`src/rtl/tw_tlb_pkg.sv`:
```
package tw_tlb_pkg;
    localparam int VA_W   = 32;
    localparam int PG_W   = 12;
    localparam int L1_W   = 10;
    localparam int L2_W   = 10;
    localparam int VPN_W  = VA_W - PG_W;
    localparam int ATTR_W = PG_W;

    localparam logic [ATTR_W-1:0] MISS_ATTR = 12'h001;

    typedef enum logic [2:0] {
        SEL_MPAGE = 3'd0,
        SEL_CTRL  = 3'd1,
        SEL_L1PTR = 3'd2,
        SEL_L2PTR = 3'd3,
        SEL_RPAGE = 3'd4,
        SEL_SCR   = 3'd5
    } sel_e;
endpackage

```
`src/rtl/tw_tlb_cam.sv`:
```
module tw_tlb_cam
    import tw_tlb_pkg::*;
#(
    parameter int N_ENT = 8,
    parameter int IW    = (N_ENT > 1) ? $clog2(N_ENT) : 1
) (
    input  logic              clk,
    input  logic              rst_n,
    input  logic              wr_en,
    input  logic [IW-1:0]     wr_idx,
    input  logic [VPN_W-1:0]  wr_vpn,
    input  logic [VPN_W-1:0]  wr_rpn,
    input  logic [ATTR_W-1:0] wr_attr,
    input  logic [VPN_W-1:0]  lk_vpn,
    output logic              m_hit,
    output logic [VPN_W-1:0]  m_rpn,
    output logic [ATTR_W-1:0] m_attr
);
    typedef struct packed {
        logic              vld;
        logic [VPN_W-1:0]  vpn;
        logic [VPN_W-1:0]  rpn;
        logic [ATTR_W-1:0] attr;
    } ent_t;

    ent_t [N_ENT-1:0] ent_d, ent_q;

    always_comb begin
        ent_d = ent_q;
        if (wr_en) begin
            ent_d[wr_idx].vld  = 1'b1;
            ent_d[wr_idx].vpn  = wr_vpn;
            ent_d[wr_idx].rpn  = wr_rpn;
            ent_d[wr_idx].attr = wr_attr;
        end
    end

    always_ff @(posedge clk or negedge rst_n) begin
        if (!rst_n) ent_q <= '0;
        else        ent_q <= ent_d;
    end

    // lowest matching slot wins if software ever loads a duplicate
    always_comb begin
        m_hit  = 1'b0;
        m_rpn  = '0;
        m_attr = '0;
        for (int i = N_ENT - 1; i >= 0; i--) begin
            if (ent_q[i].vld && (ent_q[i].vpn == lk_vpn)) begin
                m_hit  = 1'b1;
                m_rpn  = ent_q[i].rpn;
                m_attr = ent_q[i].attr;
            end
        end
    end
endmodule

```
`src/rtl/tw_tlb_walkregs.sv`:
```
module tw_tlb_walkregs
    import tw_tlb_pkg::*;
#(
    parameter int N_ENT = 8,
    parameter int IW    = (N_ENT > 1) ? $clog2(N_ENT) : 1
) (
    input  logic             clk,
    input  logic             rst_n,
    input  logic             miss,
    input  logic [VPN_W-1:0] miss_vpn,
    input  logic             sr_we,
    input  logic [2:0]       sr_sel,
    input  logic [VA_W-1:0]  sr_wdata,
    output logic [VA_W-1:0]  sr_rdata,
    output logic             commit,
    output logic [IW-1:0]    vict_idx,
    output logic [VPN_W-1:0] held_vpn,
    output logic             pend
);
    typedef struct packed {
        logic [VPN_W-1:0]  mpage;
        logic              pend;
        logic [IW-1:0]     vict;
        logic [IW-1:0]     repl;
        logic [VPN_W-1:0]  l1base;
        logic [VPN_W-1:0]  l2base;
        logic [ATTR_W-1:0] l1attr;
        logic [VA_W-1:0]   scr;
    } st_t;

    st_t st_d, st_q;
    logic capture;

    assign capture = miss && !st_q.pend;
    assign commit  = sr_we && (sr_sel == SEL_RPAGE);

    always_comb begin
        st_d = st_q;
        if (commit) st_d.pend = 1'b0;
        if (capture) begin
            st_d.mpage = miss_vpn;
            st_d.pend  = 1'b1;
            st_d.vict  = st_q.repl;
            st_d.repl  = (st_q.repl == IW'(N_ENT - 1)) ? '0 : st_q.repl + 1'b1;
        end
        if (sr_we) begin
            case (sr_sel)
                SEL_L1PTR: st_d.l1base = sr_wdata[VA_W-1:PG_W];
                SEL_L2PTR: begin
                    st_d.l2base = sr_wdata[VA_W-1:PG_W];
                    st_d.l1attr = sr_wdata[ATTR_W-1:0];
                end
                SEL_SCR:   st_d.scr = sr_wdata;
                default:   ;
            endcase
        end
    end

    always_ff @(posedge clk or negedge rst_n) begin
        if (!rst_n) st_q <= '0;
        else        st_q <= st_d;
    end

    always_comb begin
        sr_rdata = '0;
        case (sr_sel)
            SEL_MPAGE: sr_rdata = {st_q.mpage, MISS_ATTR};
            SEL_CTRL: begin
                sr_rdata[27:16]  = st_q.l1attr;
                sr_rdata[IW-1:0] = st_q.vict;
            end
            SEL_L1PTR: sr_rdata = {st_q.l1base, st_q.mpage[VPN_W-1 -: L1_W], 2'b00};
            SEL_L2PTR: sr_rdata = {st_q.l2base, st_q.mpage[L2_W-1:0], 2'b00};
            SEL_SCR:   sr_rdata = st_q.scr;
            default:   sr_rdata = '0;
        endcase
    end

    assign vict_idx = st_q.vict;
    assign held_vpn = st_q.mpage;
    assign pend     = st_q.pend;
endmodule

```
`src/rtl/tw_tlb_assist.sv`:
```
module tw_tlb_assist
    import tw_tlb_pkg::*;
#(
    parameter int N_ENT = 8
) (
    input  logic        clk,
    input  logic        rst_n,
    input  logic        lk_valid,
    input  logic [31:0] lk_vaddr,
    output logic        lk_hit,
    output logic        lk_miss,
    output logic [31:0] lk_paddr,
    output logic [11:0] lk_attr,
    input  logic        sr_we,
    input  logic [2:0]  sr_sel,
    input  logic [31:0] sr_wdata,
    output logic [31:0] sr_rdata
);
    localparam int IW = (N_ENT > 1) ? $clog2(N_ENT) : 1;

    logic              m_hit;
    logic [VPN_W-1:0]  m_rpn;
    logic [ATTR_W-1:0] m_attr;
    logic              commit_w;
    logic [IW-1:0]     vict_w;
    logic [VPN_W-1:0]  held_w;
    logic              pend_w;

    tw_tlb_cam #(.N_ENT(N_ENT), .IW(IW)) u_cam (
        .clk     (clk),
        .rst_n   (rst_n),
        .wr_en   (commit_w),
        .wr_idx  (vict_w),
        .wr_vpn  (held_w),
        .wr_rpn  (sr_wdata[VA_W-1:PG_W]),
        .wr_attr (sr_wdata[ATTR_W-1:0]),
        .lk_vpn  (lk_vaddr[VA_W-1:PG_W]),
        .m_hit   (m_hit),
        .m_rpn   (m_rpn),
        .m_attr  (m_attr)
    );

    assign lk_hit   = lk_valid && m_hit;
    assign lk_miss  = lk_valid && !m_hit;
    assign lk_paddr = lk_hit ? {m_rpn, lk_vaddr[PG_W-1:0]} : '0;
    assign lk_attr  = lk_hit ? m_attr : '0;

    tw_tlb_walkregs #(.N_ENT(N_ENT), .IW(IW)) u_regs (
        .clk      (clk),
        .rst_n    (rst_n),
        .miss     (lk_miss),
        .miss_vpn (lk_vaddr[VA_W-1:PG_W]),
        .sr_we    (sr_we),
        .sr_sel   (sr_sel),
        .sr_wdata (sr_wdata),
        .sr_rdata (sr_rdata),
        .commit   (commit_w),
        .vict_idx (vict_w),
        .held_vpn (held_w),
        .pend     (pend_w)
    );
endmodule

```
`config.mk`:
```
export PLATFORM = sky130hd
export DESIGN_NAME = tw_tlb_assist
export DESIGN_NICKNAME = d
export VERILOG_FILES = /design/src/rtl/tw_tlb_pkg.sv /design/src/rtl/tw_tlb_cam.sv /design/src/rtl/tw_tlb_walkregs.sv /design/src/rtl/tw_tlb_assist.sv
export SDC_FILE = /design/constraint.sdc
export NUM_CORES = 1
export LEC_CHECK = 0
export CAP_MARGIN = 20
export CELL_PAD_IN_SITES_DETAIL_PLACEMENT = 0
export CELL_PAD_IN_SITES_GLOBAL_PLACEMENT = 2
export CORE_MARGIN = 5
export CORE_UTILIZATION = 41
export DETAILED_ROUTE_END_ITERATION = 12
export DONT_BUFFER_PORTS = 1
export GPL_TIMING_DRIVEN = 0
export PLACE_DENSITY = 0.73
export SLEW_MARGIN = 15
export SYNTH_ARGS = -nofsm -noshare
export SYNTH_HDL_FRONTEND = slang
export SYNTH_HIERARCHICAL = 1
export SYNTH_SLANG_ARGS = --single-unit
export TNS_END_PERCENT = 30
```
`constraint.sdc`:
```
create_clock -name clk -period 3.1 [get_ports clk]
set_input_delay 0.155 -clock clk [delete_from_list [all_inputs] [get_ports clk]]
set_output_delay 0.155 -clock clk [all_outputs]
set_load 0.01 [all_outputs]
```
After elaboration in Yosys (flattened, before gate mapping)

Index checks and enable logic that the tools add are counted.

Muxes and demuxes: 45
Magnitude comparators: 2
Multipliers: 0
$add $sub $neg: 1
Reductions and logical operators: 20
Div/mod/pow operators: 0
Bitwise gates (word level): 0
Shift operators: 0
Equal/unequal tests: 14

Operators by type and width:

| operator                                                                            | number |
|---|---|
| 424-bit bitwise mux                                                                 | 4 |
| 53-bit demux with 3-bit select                                                      | 4 |
| 20-bit == test                                                                      | 8 |
| 20-bit two-way mux                                                                  | 8 |
| 12-bit two-way mux                                                                  | 10 |
| 32-bit two-way mux                                                                  | 2 |
| 12-bit one-hot mux with 5 select lines                                              | 1 |
| 53-bit two-way mux                                                                  | 1 |
| 52-bit two-way mux                                                                  | 1 |
| 13-bit one-hot mux with 4 select lines                                              | 1 |
| 4-bit one-hot mux with 4 select lines                                               | 1 |
| 3-bit one-hot mux with 5 select lines                                               | 1 |
| 1-bit logical AND                                                                   | 13 |
| 3-bit == test, second input constant                                                | 3 |
| 1-bit two-way mux                                                                   | 9 |
| 7-bit two-way mux                                                                   | 1 |
| 3-bit by 2-bit == test with 1-bit output, second input constant                     | 2 |
| 2-bit AND reduction                                                                 | 3 |
| 3-bit by 4-bit < comparator with 1-bit output, second input constant                | 1 |
| 3-bit by 1-bit adder with 3-bit output, second input constant                       | 1 |
| 3-bit by 1-bit == test with 1-bit output, second input constant                     | 1 |
| 3-bit by 1-bit greater-or-equal comparator with 1-bit output, second input constant | 1 |
| 3-bit logical NOT                                                                   | 1 |
| 3-bit two-way mux                                                                   | 1 |
| 2 further kinds                                                                     | 3 |

Memory bits (read-only): 0
Memories kept: 0
Input bits: 71
RAM bits: 0
Flip-flop bits (word level): 535
Output and inout bits: 78
Latch bits: 0
Word-level logic and storage cells: 122

Depth between registers and ports, before layout

Gate-level depths: netlist (run 1).

Depth in word-level cells: 14
Gate-level depth with buffers: 15
Mapped depth without buffers: 11

Modules after synthesis

Netlist (run 1), hierarchy kept.

By module, submodules not included:

| module          | cells each | area an instance (sq um) | instances |
|---|---|---|---|
| tw_tlb_cam      | 1579       | 21032.7                  | 1 |
| tw_tlb_walkregs | 397        | 5295.1                   | 1 |
| tw_tlb_assist   | 54         | 371.6                    | 1 |

Worst setup path after synthesis (run 1)

No wires, ideal clock.

Kind: reg2reg
Start: reg u_cam/ent_q[308] in the netlist's numbering
End: reg u_regs.st_q (netlist bit u_regs/held_vpn[10])
Buffers on the path: 4
Library setup time: 0.125 ns
Arrival time: 2.849 ns
Data required time: 2.975 ns
Stages on the path, launching flop included: 14
Slack: 0.126 ns
Cells stage by stage: dfrtp_1 > xor2_1 > nor4_1 > and3_1 > and2_1 > buf_2 > buf_2 > nor4_1 > nand4_1 > and2b_1 > nor2b_1 > buf_2 > buf_2 > mux2_2

Word-level cells in the longest chain between the ends: 11

Ends and longest elaborated chain:

| element                        | line                  | source |
|---|---|---|
| start: declaration             | tw_tlb_cam.sv:26      | `ent_t [N_ENT-1:0] ent_d, ent_q;` |
| start signal: assignment       | tw_tlb_cam.sv:40      | `else ent_q <= ent_d;` |
| 20-bit == test                 | tw_tlb_cam.sv:49      | `if (ent_q[i].vld && (ent_q[i].vpn == lk_vpn)) begin` |
| 1-bit logical AND              | tw_tlb_cam.sv:49      |  |
| 1-bit two-way mux (6 in a row) | tw_tlb_cam.sv:49      |  |
| net m_hit                      | tw_tlb_assist.sv:21   | `logic m_hit;` |
| 1-bit logical NOT              | tw_tlb_assist.sv:44   | `assign lk_miss = lk_valid && !m_hit;` |
| 1-bit logical AND              | tw_tlb_assist.sv:44   |  |
| net lk_miss                    | tw_tlb_assist.sv:11   | `output logic lk_miss,` |
| 1-bit logical AND              | tw_tlb_walkregs.sv:34 | `assign capture = miss && !st_q.pend;` |
| end signal: assignment         | tw_tlb_walkregs.sv:61 | `else st_q <= st_d;` |
| end: declaration               | tw_tlb_walkregs.sv:31 | `st_t st_d, st_q;` |

The timed path passes the listed nets, and every way through them passes these cells.
A chain may end at the register's enable or synchronous reset.

Final worst setup path (run 1)

Start: reg u_cam/ent_q[153] in the netlist's numbering
End: out lk_paddr[12]

Elaborated cells between the ends (all ways): 10
Classes of those cells: eq/ne: 1; mux: 7; reduce/logical: 2

RTL lines:

| element                         | line                | source |
|---|---|---|
| 20-bit == test                  | tw_tlb_cam.sv:49    |  |
| 1-bit logical AND               | tw_tlb_cam.sv:49    |  |
| 20-bit two-way mux (3 in a row) | tw_tlb_cam.sv:49    |  |
| net m_rpn[0]                    | tw_tlb_assist.sv:22 | `logic [VPN_W-1:0] m_rpn;` |
| 32-bit two-way mux              | tw_tlb_assist.sv:45 | `assign lk_paddr = lk_hit ? {m_rpn, lk_vaddr[PG_W-1:0]} : '0;` |
| end: declaration                | tw_tlb_assist.sv:12 | `output logic [31:0] lk_paddr,` |

The timed path passes the listed nets, and every way through them passes these cells.

==> qor.txt, run 1 <==
Lkg Pwr: 14.78 nW
Post-Syn Nets: 2,103
Synth Area per Inst: 13.15 sq um
Unique cell type count in the Yosys netlist: 63
TritonCTS Buffers: 60
Slew HR: -54.46%
#FFs+latches synth: 535
Cells after Synth: 2,030
Vias per inst: 5.696
Worst vdd rail ir drop: 0.6302 mV
Slowest stage cell on the critical path: o41ai_4
Synthesis-to-layout area growth: 16.65%
DRC: 0
Final wirelength: 86.94 mm
M1 wire length: 40.00 mm
Synth area leaders: dfrtp_1 (50%), mux2_2 (21%), xnor2_1 (3.7%)
Worst Tran Pin Value: 2.317 ns
RSZ-0062 raised after global routing: true
Slew Limit Fails: 363
Die width: 265.2 um
Largest net degree at the start of global routing: 536
Pwr Density: 748.5 mW/mm^2
PnR worst setup slack: -0.5447 ns
Crit-path max FO: 4
Clock Sinks: 535
Die extent in y: 265.2 um
CP startpoint kind: flip-flop
Power, Total: 23.31 mW
Max_cap viols: 0
Dpl ws: -1.255 ns
Cell taking the most area after synthesis: dfrtp_1
FILL cells: 5,830
Worst hold margin: -0.7845 ns
Initial Util: 41.42%
FP Rows: 93
Met3 wire length: 5.733 mm
Endpoints failing hold: 535
Fin Clk Skew: 0.03659 ns
Iteration-0 DRC Markers: 1,365
Synth warn: 6
Routed length on met2: 39.06 mm
Most common cell in the synthesized netlist: dfrtp_1
Initial DRT Pass Iterations: 5
TritonCTS clock tree: yes
Share of post-route cells with drive strength above 1: 40.23%
Worst reg-to-reg setup slack: -0.07 ns
CP Capture Type: output port
Worst skew pair latency: 0.65 ns
Vias in the first global route: 18,060
Post-synth top area share: 50.14%
Io pins: 149
Worst path cell trace: xnor2_2 > nand4_1 > nor4_4 > nand4_1 > buf_6 > buf_12 > mux2i_2 > o211a_1 > o41ai_4 > and3_4
Number of flops mapped to enable cells by yosys: 0
RePlAce Congestion: 0.8174
CP required: 2.94 ns
Register area share after synthesis: 50.14%
Core Footprint: 0.06446 sq mm
Die area: 0.07032 sq mm
Footprint of the multi-input gates: 0.01254 sq mm
Number of antenna violations at the first check in global routing: 19
Synth Cell Area: 0.02670 sq mm
Status: complete, but fails checks
Slowest stage delay, CP: 0.53 ns
Ys async rst share: 100.0%
Fin nets: 2,248
H-tree levels: 2
Fmax: 274.4 MHz
FF+latch area: 0.01339 sq mm
Detail Route Antenna Nets: 0
Tightest Hold Check Type: in -> async
Max Used Layer: met5
Port Buffer Count: 0
Post-DP HPWL: 56.84 mm
Via count: 17,530
TNS Setup: -22.07 ns
Failing checks: hold timing, slew limit, setup timing
# hold bufs at CTS: 57
Wire per inst: 28.25 um
GRT Resource Usage Total: 24.21%
Setup violators final: 105
First-pass GRT wire length: 127.0 mm
Root Buffer Master: clkbuf_16
Clock buffer depth: 3
CTS clock-pin slew for the worst setup and hold paths: 0.06 ns
CP arrival: 3.49 ns
Commonest cells in the synthesized netlist: dfrtp_1 (535), mux2_2 (507), xnor2_1 (114), mux2i_1 (92), nor2_1 (75)
Final min period: 3.645 ns
CP most frequent cell: nand4_1
Final Cycle Share: 117.6%
Main flop type after synthesis: dfrtp_1
Congestion Overflow GR: 0
WS Path Type: reg -> out
report_power, final:
| group | switching (mW) | internal [mW] |
|---|---|---|
| sequential | 1.59 | 9.34 |
| combinational | 2.40 | 2.95 |
| clock | 2.97 | 4.05 |
timing repair:
action	in CTS	in global routing
endpoints found under the hold margin	896	535
setup endpoints to repair	93	152
pin swaps	61	36
resized for setup	116	48
cloned	0	2
buffers inserted	22	1
sequential cells by signal, summed over array words and instances (netlist names):
signal,flops
u_cam/ent_q,424
u_regs/held_vpn,20
u_regs/pend,1
u_regs/st_q,87
u_regs/vict_idx,3
worst max-delay path: cells and delay by family, from the launching register on:
kind	cells	cell delay, ns
AND/OR/NAND/NOR	4	1.06
AO/OA/AOI/OAI	2	0.69
flip-flops	1	0.40
buffers and inverters	2	0.37
multiplexers	1	0.16
XOR/XNOR	1	0.13
per-stage QoR:
| step | util (%) | instance area [sq um] | std cells |
|---|---|---|---|
| 2_1_floorplan | - | 26700 | 2030 |
| 3_3_place_gp | 43.08 | 27770 | 2885 |
| 5_1_grt | 48.29 | 31130 | 3072 |
| 4_1_cts | 47.96 | 30920 | 3069 |
| 3_5_place_dp | 43.10 | 27790 | 2886 |
| 6_report | 48.31 | 31140 | 3077 |
worst paths after layout:
check,start,cells after the start,to
worst max register to register,u_cam/ent_q[153]$_DFFE_PN0P_,14,u_regs/held_vpn[16]$_DFFE_PN0P_
worst max-delay path,u_cam/ent_q[153]$_DFFE_PN0P_,10,lk_paddr[12]
min in group clk,sr_we,4,u_regs/st_q[83]$_DFFE_PN0P_
worst min-delay path,rst_n,0,u_cam/ent_q[142]$_DFFE_PN0P_
worst min register to register,u_cam/ent_q[211]$_DFFE_PN0P_,1,u_cam/ent_q[211]$_DFFE_PN0P_
max in group asynchronous,rst_n,0,u_cam/ent_q[79]$_DFFE_PN0P_
cells in the final DEF, fill, tap and decap left out, types with 10 or more instances in the layout:
cell type,Yosys,layout
nand2b_1,12,12
xor2_1,28,28
clkinv_2,0,11
nor4_1,13,10
clkbuf_2,4,13
nor2_1,75,75
o21ai_0,21,21
clkbuf_8,0,11
nand3_1,11,11
buf_4,34,57
dlygate4sd3_1,0,57
buf_6,23,37
clkbuf_16,0,61
a221o_1,13,13
mux2_2,507,507
buf_2,52,31
and3_4,0,35
o41ai_2,30,22
and3_1,42,35
o311a_1,30,30
xnor2_2,9,15
o211a_1,60,60
mux2_1,30,30
nand2_1,54,53
inv_1,39,38
clkbuf_1,53,54
nand4_1,32,32
mux2i_2,0,21
xnor2_1,114,108
dfrtp_1,535,535
a32oi_1,10,10
mux2i_1,92,71
cell type report:
| type | count | area share, % |
|---|---|---|
| timing repair buffer | 83 | 2.676 |
| inverter | 41 | 0.4941 |
| multi-input combinational | 1282 | 40.26 |
| antenna | 5 | 0.04017 |
| clock inverter | 20 | 0.7030 |
| buffer | 172 | 3.941 |
| clock buffer | 84 | 5.464 |
| sequential | 535 | 42.99 |
| tap | 855 | 3.435 |
routing by layer:
| layer | global-route usage, % | vias to the layer above |
|---|---|---|
| li1 | - | 7626 |
| met1 | 35.12 | 9257 |
| met2 | 37.53 | 507 |
| met3 | 5.328 | 132 |
| met4 | 5.524 | 6 |
| met5 | 0 | - |
cell families after synthesis:
logic type	Yosys count	share of synthesized area (%)
AOI/OAI and AO/OA	179	6.889
muxes	629	26.10
adders and majority gates	2	0.09371
xor gates and xnor gates	154	5.516
DFF	535	50.14
buffers and inverters	213	4.503
and+or+nand+nor	318	6.758
(Power assumes the default switching activity.)
==> run 2: changes to the inputs <==
--- a/config.mk
+++ b/config.mk
@@ -5,11 +5,12 @@
 export SDC_FILE = /design/constraint.sdc
 export NUM_CORES = 1
 export LEC_CHECK = 0
+export ABC_AREA = 1
 export CAP_MARGIN = 20
 export CELL_PAD_IN_SITES_DETAIL_PLACEMENT = 0
 export CELL_PAD_IN_SITES_GLOBAL_PLACEMENT = 2
 export CORE_MARGIN = 5
-export CORE_UTILIZATION = 41
+export CORE_UTILIZATION = 34
 export DETAILED_ROUTE_END_ITERATION = 12
 export DONT_BUFFER_PORTS = 1
 export GPL_TIMING_DRIVEN = 0
==> qor.txt, run 2 <==
Synth warn: 6
Initial DRT Pass Iterations: 6
Iteration-0 DRC Markers: 1,868
Vias in the first global route: 23,610
Die width: 287.7 um
Xor/xnor share of the synthesized area: 1.135%
Worst hold margin: -0.7267 ns
FF-to-FF Start: u_cam/ent_q[202]$_DFFE_PN0P_
Largest net degree at the start of global routing: 536
Mux share of post-synthesis cell area: 0%
Final min period: 3.071 ns
Unique cell type count in the Yosys netlist: 41
Most frequent cells in the layout: nand2_1 (1,172), o21ai_0 (545), dfrtp_1 (535)
Status: complete, but fails checks
CP Capture Type: output port
Complex-gate fraction of the synthesized area: 12.84%
GRT Resource Usage Total: 24.43%
Core Footprint: 0.07620 sq mm
Largest register FFs: 424
RSZ-0062 raised after global routing: true
Fin Clk Skew: 0.02423 ns
Worst skew pair latency: 0.60 ns
Worst reg2reg path depth: 20
Final Cycle Share: 99.05%
First-pass GRT wire length: 152.4 mm
Synth area leaders: dfrtp_1 (51%), nand2_1 (17%), o21ai_0 (10%)
Via count: 23,680
Clock buffer depth: 3
Failing checks: hold timing, slew limit
Pwr Density: 723.0 mW/mm^2
Congestion Overflow GR: 0
#FFs+latches synth: 535
Dpl ws: -1.047 ns
CTS clock-pin slew for the worst setup and hold paths: 0.06 ns
Io pins: 149
Tightest Hold Check Type: in -> async
Endpoints failing hold: 535
Initial Util: 34.42%
Synth Cell Area: 0.02623 sq mm
FP Rows: 101
Main flop type after synthesis: dfrtp_1
Simple-gate share of the synthesized area: 25.91%
Cells after Synth: 3,458
H-tree levels: 3
Final wirelength: 102.2 mm
Die extent in y: 287.7 um
Slew HR: -0.5293%
Crit-path max FO: 8
Critical Path Source: u_cam/ent_q[200]$_DFFE_PN0P_
DRC: 0
Cell taking the most area after synthesis: dfrtp_1
TNS Setup: 0 ns
CP arrival: 2.92 ns
Top reg by flops: u_cam/ent_q
Number of antenna violations at the first check in global routing: 3
Die area: 0.08279 sq mm
Fraction of the mapped netlist area in adder cells: 0.09542%
Synthesis-to-layout area growth: 18.97%
Most common cell after layout, fill and taps aside: nand2_1
Fmax: 325.7 MHz
PnR worst setup slack: 0.02948 ns
Number of flops mapped to enable cells by yosys: 0
RePlAce Congestion: 0.8867
TritonCTS clock tree: yes
Lkg Pwr: 14.76 nW
WS Path Type: reg -> out
Register area share after synthesis: 51.05%
Fin nets: 3,678
Post-synth top area share: 51.05%
TritonCTS Buffers: 66
Vias per inst: 5.051
Max_cap viols: 0
Slew Limit Fails: 19
Clock Sinks: 535
Ys async rst share: 100.0%
Reg-to-reg critical path endpoint: u_regs/st_q[86]$_DFFE_PN0P_
Synth Area per Inst: 7.584 sq um
Port Buffer Count: 0
Commonest cells in the synthesized netlist: nand2_1 (1,201), o21ai_0 (547), dfrtp_1 (535), nor2_1 (349), inv_1 (272)
Worst Tran Pin Value: 1.508 ns
Root Buffer Master: clkbuf_16
Detail Route Antenna Nets: 0
CP required: 2.94 ns
Share of post-route cells with drive strength above 1: 10.81%
CP startpoint kind: flip-flop
Worst reg-to-reg setup slack: 0.22 ns
FILL cells: 7,980
Final design utilization: 40.95%
Worst vdd rail ir drop: 0.4907 mV
Wire per inst: 21.79 um
Main combinational cell family by area after synthesis: simple AND/OR/NAND/NOR gates
Layout Cells excl Fill: 4,688
Setup violators final: 0
Most common cell in the synthesized netlist: nand2_1
# hold bufs at CTS: 57
Post-Syn Nets: 3,531
Post-DP HPWL: 75.22 mm
Placed insts: 4,488
[run 2: cell types whose count changed in the layout (fill, tap and decap cells not counted), moves of 81 or more]
| cell | change |
|---|---|
| xnor2_1 | -81 |
| o21ai_0 | +524 |
| nor2_1 | +225 |
| mux2_2 | -507 |
| nand2_1 | +1119 |
| inv_1 | +225 |
[run 2: per-layer routing]
layer	GRT usage (%)	vias up	routed length, um
li1	-	11200	-
met1	34.16	11600	46450
met2	39.06	719	46470
met3	3.515	153	5768
met4	8.345	0	3466
met5	0	-	0
[run 2: area by class of cell]
| cell class | count | area (sq um) | share of cell area [%] |
|---|---|---|---|
| flip-flops and latches | 535 | 13390 | 42.91 |
| multi-input cells | 2398 | 11050 | 35.41 |
| clock buffers | 98 | 1943 | 6.227 |
| plain buffers | 224 | 1326 | 4.251 |
| well taps | 1030 | 1289 | 4.130 |
| inverters | 301 | 1136 | 3.641 |
| repair buffers | 79 | 849.6 | 2.723 |
| clock inverters | 20 | 215.2 | 0.6897 |
| diodes | 3 | 7.507 | 0.02406 |
[run 2: critical path, stage by stage (launching register included)]
cell and delay [ns]:
dfrtp_1 0.39, nand2_1 0.09, o21ai_0 0.08, a211oi_1 0.18, nand2_1 0.15, nor2_1 0.11
nand2_1 0.09, nor2_4 0.13, buf_12 0.13, inv_2 0.05, nand2_4 0.07, buf_8 0.10
nor2_2 0.03, nand4_1 0.12, nand2_4 0.11, buf_12 0.17, buf_12 0.15, nor2_4 0.14
[run 2: logic make-up after synthesis]
kind of cell | count (synthesis)
compound gates | 646
simple gates | 1716
xor+xnor | 34
buf+inv | 525
fa+ha+maj | 2
flops | 535
[run 2: how the worst max path moves through the flow]
stage	endpoint	slack, ns
floorplan	u_regs/held_vpn[19]$_DFFE_PN0P_	0.55
global placement	u_regs/held_vpn[18]$_DFFE_PN0P_	-1.05
detailed placement	u_regs/held_vpn[14]$_DFFE_PN0P_	-1.05
CTS	lk_attr[0]	-0.01
global route	lk_paddr[19]	-0.18
finish	lk_paddr[23]	0.03
[run 2: timing repair]
action	in CTS	in global routing
setup buffers	19	0
setup endpoints to repair	73	64
pin swaps	24	5
hold endpoints to repair	886	535
resized for setup	139	55
gates cloned	1	2
[run 2: power breakdown]
part	internal, mW	total (mW)	switching, mW	leakage (nW)
Clock	4.61	7.73	3.12	1.07
Sequential	9.04	10.5	1.48	7.00
Combinational	1.61	4.31	2.71	6.69
[run 2: through the flow]
step                      cell area [sq um]  power, mW
final                                 31200      22.56
after global routing                  31200      23.87
after CTS                             30960      22.74
after global placement                27520      14.50
after detailed placement              27520      14.68
after floorplan                       26230      12.97
==> run 3: changes to the inputs <==
--- a/config.mk
+++ b/config.mk
@@ -9,6 +9,7 @@
 export CAP_MARGIN = 20
 export CELL_PAD_IN_SITES_DETAIL_PLACEMENT = 0
 export CELL_PAD_IN_SITES_GLOBAL_PLACEMENT = 2
+export CORE_ASPECT_RATIO = 1.2
 export CORE_MARGIN = 5
 export CORE_UTILIZATION = 34
 export DETAILED_ROUTE_END_ITERATION = 12
==> qor.txt, run 3 (synthesis gave the netlist of run 2 again) <==
Most common cell after layout, fill and taps aside: nand2_1
Most frequent cells in the layout: nand2_1 (1,162), o21ai_0 (545), dfrtp_1 (534)
Initial DRT Pass Iterations: 6
Post-DP HPWL: 77.60 mm
CP top delay family: simple AND/OR/NAND/NOR gates
Number of antenna violations at the first check in global routing: 5
Slowest stage delay, CP: 0.42 ns
Dpl ws: -1.106 ns
Fin nets: 3,688
Max_cap viols: 0
H-tree levels: 2
Lkg Pwr: 14.88 nW
Synthesis-to-layout area growth: 19.75%
Worst path cell trace: a22o_1 > nor2_1 > nand2_1 > nor2_2 > nand2_2 > nor2_4 > inv_2 > nand2_4 > buf_12 > nor2_2 > nand4_1 > buf_6 > nand2_8 > buf_12 > nor2_4
Io pins: 149
Final design utilization: 41.04%
Worst hold margin: -0.7583 ns
Die area: 0.08281 sq mm
Worst vdd rail ir drop: 0.4367 mV
RSZ-0062 raised after global routing: true
CP required: 2.94 ns
Largest net degree at the start of global routing: 536
Slew Limit Fails: 267
Clock Sinks: 535
Wire per inst: 24.33 um
PnR worst setup slack: -0.02311 ns
Final wirelength: 113.8 mm
Setup violators final: 2
Vias per inst: 5.239
Largest register FFs: 424
Tightest Hold Check Type: in -> async
Endpoints failing hold: 535
Iteration-0 DRC Markers: 2,336
Clock buffer depth: 3
Die width: 263.5 um
FP Rows: 111
WP buf/inv: 4
Slowest stage cell on the critical path: dfrtp_1
GRT Resource Usage Total: 26.72%
TritonCTS Buffers: 59
FF+latch area: 0.01339 sq mm
Footprint of the multi-input gates: 0.01119 sq mm
DRC: 0
CP Capture Type: output port
Status: complete, but fails checks
Initial Util: 34.27%
Fmax: 320.2 MHz
Final min period: 3.123 ns
Slew HR: -32.85%
Pwr Density: 716.1 mW/mm^2
Congestion Overflow GR: 0
CTS clock-pin slew for the worst setup and hold paths: 0.06 ns
Vias in the first global route: 23,780
CP arrival: 2.97 ns
# hold bufs at CTS: 62
Port Buffer Count: 0
Detail Route Antenna Nets: 0
Crit-path max FO: 8
First-pass GRT wire length: 165.2 mm
Worst Tran Pin Value: 1.993 ns
Final Cycle Share: 100.7%
CP startpoint kind: flip-flop
Root Buffer Master: clkbuf_16
WS Path Type: reg -> out
Failing checks: hold timing, slew limit, setup timing
Core Footprint: 0.07652 sq mm
TritonCTS clock tree: yes
Share of post-route cells with drive strength above 1: 11.96%
FILL cells: 7,979
Via count: 24,510
Worst skew pair latency: 0.64 ns
Fin Clk Skew: 0.02762 ns
RePlAce Congestion: 0.8768
Top reg by flops: u_cam/ent_q
Die extent in y: 314.2 um
-- run 3: cell count changes in the layout (fill, tap and decap cells not counted), moves of 4 or more --
cell	delta
nand2_1	-10
nand3_1	-8
nor2_1	-7
nand3_2	+9
clkbuf_16	-7
nand2_2	+10
buf_4	+6
clkbuf_1	-8
nor2_2	+5
dlygate4sd3_1	+5
bufinv_16	+4
o21ai_2	+8
o21ai_1	-9
-- run 3: area by class of cell --
cell class	count	area share, %
Antenna cell	1	0.007968
Buffer	222	4.335
Clock buffer	86	5.566
Clock inverter	21	0.9124
Inverter	301	3.645
Multi-Input combinational cell	2399	35.64
Sequential cell	535	42.63
Tap cell	1017	4.052
Timing Repair Buffer	97	3.207
-- run 3: path summary, 6_finish.rpt --
check	start	slack, ns	depth (start not counted)	end
min in group clk	lk_valid	0.04	6	u_regs/held_vpn[0]$_DFFE_PN0P_
hold / removal	rst_n	-0.76	0	u_cam/ent_q[313]$_DFFE_PN0P_
max in group asynchronous	rst_n	2.30	0	u_cam/ent_q[67]$_DFFE_PN0P_
setup / recovery	u_cam/ent_q[191]$_DFFE_PN0P_	-0.02	15	lk_paddr[23]
hold reg to reg	u_cam/ent_q[423]$_DFFE_PN0P_	0.46	2	u_cam/ent_q[423]$_DFFE_PN0P_
setup reg to reg	u_regs/vict_idx[2]$_DFFE_PN0P_	0.11	8	u_cam/ent_q[290]$_DFFE_PN0P_
-- run 3: stage by stage --
step | instance area, sq um | instances | hold slack [ns] | TNS, ns | total power [mW]
2_1_floorplan | 26230 | 3458 | -0.1406 | 0 | 12.97
4_1_cts | 30850 | 4670 | -0.7949 | -0.9038 | 22.54
5_1_grt | 31400 | 4678 | -0.7816 | -4.710 | 23.67
6_report | 31410 | 4679 | -0.7583 | -0.03150 | 22.49
3_5_place_dp | 27500 | 4475 | -0.1093 | -41.78 | 14.75
3_3_place_gp | 27500 | 4475 | -0.1054 | -39.98 | 14.57
-- run 3: timing repair --
| action | 4_1_cts | 5_1_grt |
|---|---|---|
| endpoints found under the setup margin | 73 | 66 |
| setup buffers | 25 | 7 |
| gates cloned | 3 | 3 |
| resized for setup | 128 | 127 |
| pin swaps | 19 | 37 |
| hold endpoints to repair | 886 | 535 |
-- run 3: power by group --
group / leakage [nW] / switching (mW) / internal (mW)
registers: 7.00 / 1.44 / 9.04
clock network: 1.01 / 3.04 / 4.46
logic: 6.87 / 2.88 / 1.62
total: 14.9 / 7.37 / 15.1
-- run 3: metal layers --
layer	wire length, um	share of wire, %	vias up	track usage [%]
met1	48000	42	12290	34.86
met2	56120	49	820	46.80
met4	3505	3.1	2	7.414
met5	10	0.0088	-	0
li1	-	-	11240	-
met3	6195	5.4	159	3.619
-- run 3: worst register-to-register path, delay by kind of cell, from the launching register on --
family          cells  cell delay (ns)
buf+inv             4             1.73
simple gates        3             0.62
flops               1             0.43
compound gates      1             0.12
